<file path="config.mk">
export PLATFORM = sky130hd
export DESIGN_NAME = acc_cpu_seq
export DESIGN_NICKNAME = d
export VERILOG_FILES = /design/src/rtl/acc_seq_pkg.sv /design/src/rtl/acc_seq_datapath.sv /design/src/rtl/acc_seq_ctrl.sv /design/src/rtl/acc_cpu_seq.sv
export SDC_FILE = /design/constraint.sdc
export NUM_CORES = 1
export LEC_CHECK = 0
export BUFFER_PORTS_ARGS = -buffer_cell sky130_fd_sc_hd__buf_2
export CAP_MARGIN = 20
export CORE_ASPECT_RATIO = 1.2
export CORE_MARGIN = 8
export CORE_UTILIZATION = 50
export DETAILED_ROUTE_END_ITERATION = 10
export PLACE_DENSITY = 0.73
export RECOVER_POWER = 50
export SYNTH_ARGS = -nofsm -noshare
export SYNTH_HDL_FRONTEND = slang
export SYNTH_HIERARCHICAL = 1
export SYNTH_SLANG_ARGS = --single-unit
</file>
<file path="constraint.sdc">
create_clock -name clk -period 2.3 [get_ports clk]
set_input_delay 0.69 -clock clk [delete_from_list [all_inputs] [get_ports clk]]
set_output_delay 0.69 -clock clk [all_outputs]
set_load 0.01 [all_outputs]
</file>
<file path="src/rtl/acc_seq_pkg.sv">
package acc_seq_pkg;

  // micro-states of the sequencer
  typedef enum logic [3:0] {
    ST_F_MAR,   // address register <- program counter
    ST_F_WAIT,  // memory read latency
    ST_F_MDR,   // data register <- memory
    ST_F_IR,    // instruction register <- data register, pc + 1
    ST_DEC,     // dispatch on operation code
    ST_X_MAR,   // address register <- operand address
    ST_X_WAIT,  // memory read latency
    ST_X_MDR,   // data register <- memory
    ST_X_ALU,   // accumulator update
    ST_S_MDR,   // data register <- accumulator
    ST_S_WR,    // memory write
    ST_CHK,     // interrupt check (overflow only)
    ST_HALT
  } seq_state_e;

  // per-cycle datapath strobes
  typedef struct packed {
    logic mar_pc;
    logic mar_opnd;
    logic mdr_mem;
    logic mdr_acc;
    logic ir_ld;
    logic pc_inc;
    logic acc_ld;
    logic acc_add;
    logic we;
  } seq_ctl_t;

  localparam int OPC_LOAD  = 1;
  localparam int OPC_ADD   = 2;
  localparam int OPC_STORE = 3;
  localparam int OPC_STOP  = 4;

endpackage

</file>
<file path="src/rtl/acc_seq_datapath.sv">
module acc_seq_datapath
  import acc_seq_pkg::*;
#(
  parameter int ADDR_W = 8,
  parameter int OP_W   = 8,
  parameter logic [ADDR_W-1:0] RESET_PC = '0,
  localparam int DW = OP_W + ADDR_W
) (
  input  logic              clk,
  input  logic              rst,
  input  seq_ctl_t          ctl,
  input  logic [DW-1:0]     mem_rdata,
  output logic [ADDR_W-1:0] mem_addr,
  output logic [DW-1:0]     mem_wdata,
  output logic [OP_W-1:0]   ir_op,
  output logic              ov
);

  logic [ADDR_W-1:0] pc_q, mar_q;
  logic [DW-1:0]     mdr_q, ir_q, acc_q, sum;
  logic              ov_q, ov_det;

  assign sum    = acc_q + mdr_q;
  assign ov_det = (acc_q[DW-1] == mdr_q[DW-1]) && (sum[DW-1] != acc_q[DW-1]);

  always_ff @(posedge clk) begin
    if (rst) begin
      pc_q  <= RESET_PC;
      mar_q <= '0;
      mdr_q <= '0;
      ir_q  <= '0;
      acc_q <= '0;
      ov_q  <= 1'b0;
    end else begin
      if (ctl.mar_pc)   mar_q <= pc_q;
      if (ctl.mar_opnd) mar_q <= ir_q[ADDR_W-1:0];
      if (ctl.mdr_mem)  mdr_q <= mem_rdata;
      if (ctl.mdr_acc)  mdr_q <= acc_q;
      if (ctl.ir_ld)    ir_q  <= mdr_q;
      if (ctl.pc_inc)   pc_q  <= pc_q + 1'b1;
      if (ctl.acc_ld)   acc_q <= mdr_q;
      if (ctl.acc_add) begin
        acc_q <= sum;
        if (ov_det) ov_q <= 1'b1;
      end
    end
  end

  assign mem_addr  = mar_q;
  assign mem_wdata = mdr_q;
  assign ir_op     = ir_q[DW-1 -: OP_W];
  assign ov        = ov_q;

  assert_pc_step_R2: assert property (@(posedge clk) disable iff (rst)
    ctl.pc_inc |=> pc_q == $past(pc_q) + 1'b1);
  assert_load_copy_R3: assert property (@(posedge clk) disable iff (rst)
    ctl.acc_ld |=> acc_q == $past(mdr_q));
  assert_ovf_sticky_R4: assert property (@(posedge clk) disable iff (rst)
    ov_q |=> ov_q);

endmodule

</file>
<file path="src/rtl/acc_seq_ctrl.sv">
module acc_seq_ctrl
  import acc_seq_pkg::*;
#(
  parameter int OP_W = 8
) (
  input  logic            clk,
  input  logic            rst,
  input  logic [OP_W-1:0] ir_op,
  input  logic            ov,
  output seq_ctl_t        ctl,
  output logic            halted,
  output logic            abend
);

  seq_state_e state_q, nxt;
  logic       halted_q, abend_q;
  logic       is_load, is_add, is_store, is_stop, is_mem;

  assign is_load  = ir_op == OP_W'(OPC_LOAD);
  assign is_add   = ir_op == OP_W'(OPC_ADD);
  assign is_store = ir_op == OP_W'(OPC_STORE);
  assign is_stop  = ir_op == OP_W'(OPC_STOP);
  assign is_mem   = is_load || is_add || is_store;

  always_comb begin
    ctl = '0;
    nxt = state_q;
    unique case (state_q)
      ST_F_MAR:  begin ctl.mar_pc = 1'b1; nxt = ST_F_WAIT; end
      ST_F_WAIT: nxt = ST_F_MDR;
      ST_F_MDR:  begin ctl.mdr_mem = 1'b1; nxt = ST_F_IR; end
      ST_F_IR:   begin ctl.ir_ld = 1'b1; ctl.pc_inc = 1'b1; nxt = ST_DEC; end
      ST_DEC:    nxt = is_mem ? ST_X_MAR : ST_HALT;
      ST_X_MAR:  begin ctl.mar_opnd = 1'b1; nxt = is_store ? ST_S_MDR : ST_X_WAIT; end
      ST_X_WAIT: nxt = ST_X_MDR;
      ST_X_MDR:  begin ctl.mdr_mem = 1'b1; nxt = ST_X_ALU; end
      ST_X_ALU:  begin ctl.acc_ld = is_load; ctl.acc_add = is_add; nxt = ST_CHK; end
      ST_S_MDR:  begin ctl.mdr_acc = 1'b1; nxt = ST_S_WR; end
      ST_S_WR:   begin ctl.we = 1'b1; nxt = ST_CHK; end
      ST_CHK:    nxt = ov ? ST_HALT : ST_F_MAR;
      ST_HALT:   nxt = ST_HALT;
      default:   nxt = ST_HALT;
    endcase
  end

  always_ff @(posedge clk) begin
    if (rst) begin
      state_q  <= ST_F_MAR;
      halted_q <= 1'b0;
      abend_q  <= 1'b0;
    end else begin
      state_q <= nxt;
      if (state_q == ST_DEC && !is_mem) begin
        halted_q <= 1'b1;
        abend_q  <= !is_stop;
      end
      if (state_q == ST_CHK && ov) begin
        halted_q <= 1'b1;
        abend_q  <= 1'b1;
      end
    end
  end

  assign halted = halted_q;
  assign abend  = abend_q;

  assert_single_write_R5: assert property (@(posedge clk) disable iff (rst)
    ctl.we |=> !ctl.we);
  assert_ovf_halts_R6: assert property (@(posedge clk) disable iff (rst)
    (state_q == ST_CHK && ov) |=> (halted_q && abend_q));
  assert_abend_halted_R8: assert property (@(posedge clk) disable iff (rst)
    abend_q |-> halted_q);
  assert_halt_hold_R9: assert property (@(posedge clk) disable iff (rst)
    halted_q |=> (halted_q && $stable(abend_q)));

endmodule

</file>
<file path="src/rtl/acc_cpu_seq.sv">
module acc_cpu_seq
  import acc_seq_pkg::*;
#(
  parameter int ADDR_W = 8,
  parameter int OP_W   = 8,
  parameter logic [ADDR_W-1:0] RESET_PC = '0
) (
  input  logic                     clk,
  input  logic                     rst,
  output logic [ADDR_W-1:0]        mem_addr,
  output logic                     mem_we,
  output logic [OP_W+ADDR_W-1:0]   mem_wdata,
  input  logic [OP_W+ADDR_W-1:0]   mem_rdata,
  output logic                     halted,
  output logic                     abend,
  output logic                     ovf
);

  seq_ctl_t        ctl;
  logic [OP_W-1:0] ir_op;

  acc_seq_ctrl #(.OP_W(OP_W)) u_ctrl (
    .clk    (clk),
    .rst    (rst),
    .ir_op  (ir_op),
    .ov     (ovf),
    .ctl    (ctl),
    .halted (halted),
    .abend  (abend)
  );

  acc_seq_datapath #(.ADDR_W(ADDR_W), .OP_W(OP_W), .RESET_PC(RESET_PC)) u_dp (
    .clk       (clk),
    .rst       (rst),
    .ctl       (ctl),
    .mem_rdata (mem_rdata),
    .mem_addr  (mem_addr),
    .mem_wdata (mem_wdata),
    .ir_op     (ir_op),
    .ov        (ovf)
  );

  assign mem_we = ctl.we;

  assert_reset_clear_R1: assert property (@(posedge clk)
    rst |=> (!halted && !abend && !ovf && !mem_we));
  assert_no_write_halted_R9: assert property (@(posedge clk) disable iff (rst)
    halted |-> !mem_we);

endmodule

</file>
==> results.py <==
metrics = {
    "outcome": {
        "outcome": "finished clean",
    },
    "yosys": {
        "synth_top_family_by_area": "simple AND/OR/NAND/NOR gates",
        "synth.most_common_cell": "nor2_1",
        "synth_compound_gate_area_share_pct": 16.6,
        "syn_area_um2": 4050,
        "synth_mux_area_share_pct": 13.9,
        "synthesis.nets": 501,
        "ys_seq_area_share_pct": 35.1,
        "synthTopCellsByCount": "nor2_1, dfxtp_1, mux2i_1, a21oi_1, clkbuf_1",
        "ys.flop_type": "dfxtp_1",
        "async_reset_ff_share_pct": 0,
        "yosys_warnings": 6,
        "synth-adder-area-share_pct": 5.44,
        "synthSimpleGateAreaFrac_pct": 21.1,
        "ys_ff_latch": 71,
        "ys_top_cells_by_area": "dfxtp_1, mux2i_1, nor2_1",
        "synth-edff-count": 0,
        "ys_types": 68,
        "synthXorXnorAreaFrac_pct": 2.16,
        "synthCells": 466,
        "synth_top_cell_by_area": "dfxtp_1",
        "syn_area_per_cell_um2": 8.69,
        "yosysTopAreaCellShare_pct": 35.1,
    },
    "setup_path": {
        "reg2reg_setup_slack_ns": 0.12,
        "crit_arrival_ns": 2.45,
        "cp.required_ns": 2.57,
        "r2r_cells": 9,
        "end_kind": "register",
        "crit_path_start": "u_dp/mem_wdata[1]",
        "crit_type": "reg2reg",
        "reg2reg_from": "u_dp/mem_wdata[1]",
        "start_kind": "register",
        "critical_path_peak_fanout": 4,
    },
    "drt": {
        "ant_nets": 0,
        "dr_wl_met2_um": 4850,
        "topRoutingLayerUsed": "met4",
        "wl_met1_um": 4290,
        "drtPass1Iterations": 4,
        "initialDrtViolationCount": 177,
        "num_vias": 3491,
        "wl_met3_um": 275,
        "routed_via_density": 5.65,
        "post_drt_wl_per_cell_um": 15.5,
        "wirelength_um": 9610,
        "drcViolationCount": 0,
    },
    "grt": {
        "grt_max_degree": 33,
        "grt.total_usage_pct": 17.1,
        "grt_pass1_wl_um": 15900,
        "gr-total-overflow": 0,
        "grt_pass1_vias": 3416,
        "antenna_found_initial": 0,
    },
    "floorplanning": {
        "die_area_um2": 11200,
        "die_w_um": 98.1,
        "ioPinCount": 46,
        "start_util_pct": 50.8,
        "fp.dieH_um": 115,
        "core_area_um2": 7970,
        "rows": 36,
    },
    "flow_run": {
        "maxCapViolCount": 0,
    },
    "clock_network": {
        "cts_tree": "yes",
        "clock_sinks": 71,
        "clk_pin_slew_ns": 0.08,
        "htreeDepth": 3,
        "cts_setup_buffers": 0,
        "root_buffer": "clkbuf_8",
        "cts_buffers": 9,
        "cts_hold_buf": 0,
        "worstSkewPairLatency_ns": 0.35,
        "cts.path.max_buffers": 2,
    },
    "sta": {
        "period_share_pct": 94.6,
        "maxSlewViolCount": 0,
        "fin_hold_ws_ns": 0.455,
        "setup_viol": 0,
        "worst_pin_slew_ns": 0.814,
        "hold_violations": 0,
        "fmax_mhz": 460,
        "setup_ws_ns": 0.124,
        "period_needed_ns": 2.18,
        "slew_headroom_pct": 45.2,
        "skew_ns": 0.0120,
    },
    "placement": {
        "hpwl_um": 6940,
        "gp_congestion": 0.879,
        "numPortBuffers": 45,
        "dp_slack_ns": -0.0160,
    },
    "cells_and_area": {
        "fin_util_pct": 58.2,
        "final_nets": 553,
        "area_growth_pct": 14.6,
        "diodes": 0,
        "drive_above_1_share_pct": 20.8,
    },
    "pwr": {
        "p_leak_uw": 0.00192,
        "vdd_ir_drop_max_mv": 0.321,
        "p_per_area_nw_per_um2": 560,
    },
    "hold_path": {
        "hp-start": "u_ctrl/halted",
        "hold_depth": 2,
        "holdCritPathClass": "reg2reg",
    },
}
==> per-stage QoR <==
step | setup TNS [ns] | instance area [um2] | total power (uW) | instances
after floorplan | 0 | 4050 | 1610 | 466
after detailed placement | -0.0160 | 4490 | 1760 | 602
after global placement | 0 | 4490 | 1750 | 602
final | 0 | 4640 | 2600 | 618
after CTS | 0 | 4680 | 2640 | 618
after global routing | -0.0156 | 4640 | 2740 | 618
==> worst paths after layout <==
check / to
hold / removal: u_ctrl/halted
setup reg to reg: u_dp/acc_q[9]
hold reg to reg: u_ctrl/halted
setup / recovery: u_dp/acc_q[9]
==> per-layer routing <==
| layer | vias up | track usage [%] |
|---|---|---|
| li1 | 1763 | - |
| met4 | 0 | 7.59 |
| met2 | 65 | 29.8 |
| met1 | 1647 | 20.3 |
| met5 | - | 0 |
| met3 | 16 | 2.86 |
==> power breakdown <==
part	internal [uW]	leakage, uW	switching (uW)
logic	185	0.00125	239
clock network	397	0.0000906	485
registers	1260	0.000575	29.2
total	1850	0.00192	754
==> area by class of cell <==
cell class,count,area (um2)
fill,714,3330
sequential,71,1430
tap,95,119
multi-input combinational,349,2440
inverter,8,30.0
timing repair buffer,79,458
clock buffer,10,128
clock inverter,6,45.0
==> cell usage in the layout, fill, tap and decap left out, drive strengths merged, types with 2 or more instances in the layout <==
cell / netlist / routed
a211oi: 14 / 14
a21o: 7 / 7
a21oi: 40 / 40
a31oi: 4 / 4
and2: 2 / 2
and3: 4 / 4
buf: 19 / 57
clkbuf: 19 / 32
clkinv: 0 / 5
dfxtp: 71 / 71
ha: 16 / 16
inv: 8 / 9
mux2: 2 / 2
mux2i: 54 / 54
nand2: 14 / 14
nand2b: 3 / 3
nand3: 4 / 4
nand3b: 3 / 3
nand4: 4 / 4
nand4b: 3 / 3
nor2: 92 / 92
nor2b: 9 / 9
nor3: 10 / 10
nor3b: 5 / 5
nor4: 2 / 2
o211ai: 2 / 2
o21a: 5 / 5
o21ai: 8 / 8
o311ai: 3 / 3
o31a: 2 / 2
or2: 2 / 2
or3: 4 / 4
or4: 2 / 2
xnor2: 2 / 2
xor2: 8 / 8
==> cells by family after synthesis <==
kind of cell | after synthesis
compound gates | 98
buf+inv | 46
fa+ha+maj | 17
flops | 71
simple gates | 168
xor+xnor | 10
mux | 56
==> worst max-delay path, stage by stage, from the launching register on <==
cell	delay [ns]
dfxtp_1	0.31
buf_4	0.14
ha_1	0.29
a21oi_1	0.21
nand4b_1	0.18
a21boi_1	0.11
o21ai_1	0.18
nor2_1	0.06
or4_1	0.48
a21oi_1	0.14
==> registers in the layout, summed over array words and instances, names as in the netlist, 4 cells and up <==
signal          cells
u_dp/acc_q         16
u_ctrl/state_q      4
u_dp/mem_addr       8
u_dp/mem_wdata     16
u_dp/pc_q           8
u_dp/ir_q          16
==> what timing repair did <==
action	in CTS	in global routing
resized for setup	4	15
setup endpoints to repair	3	4
pin swaps	2	4
Power figures use the tool's default switching activity.
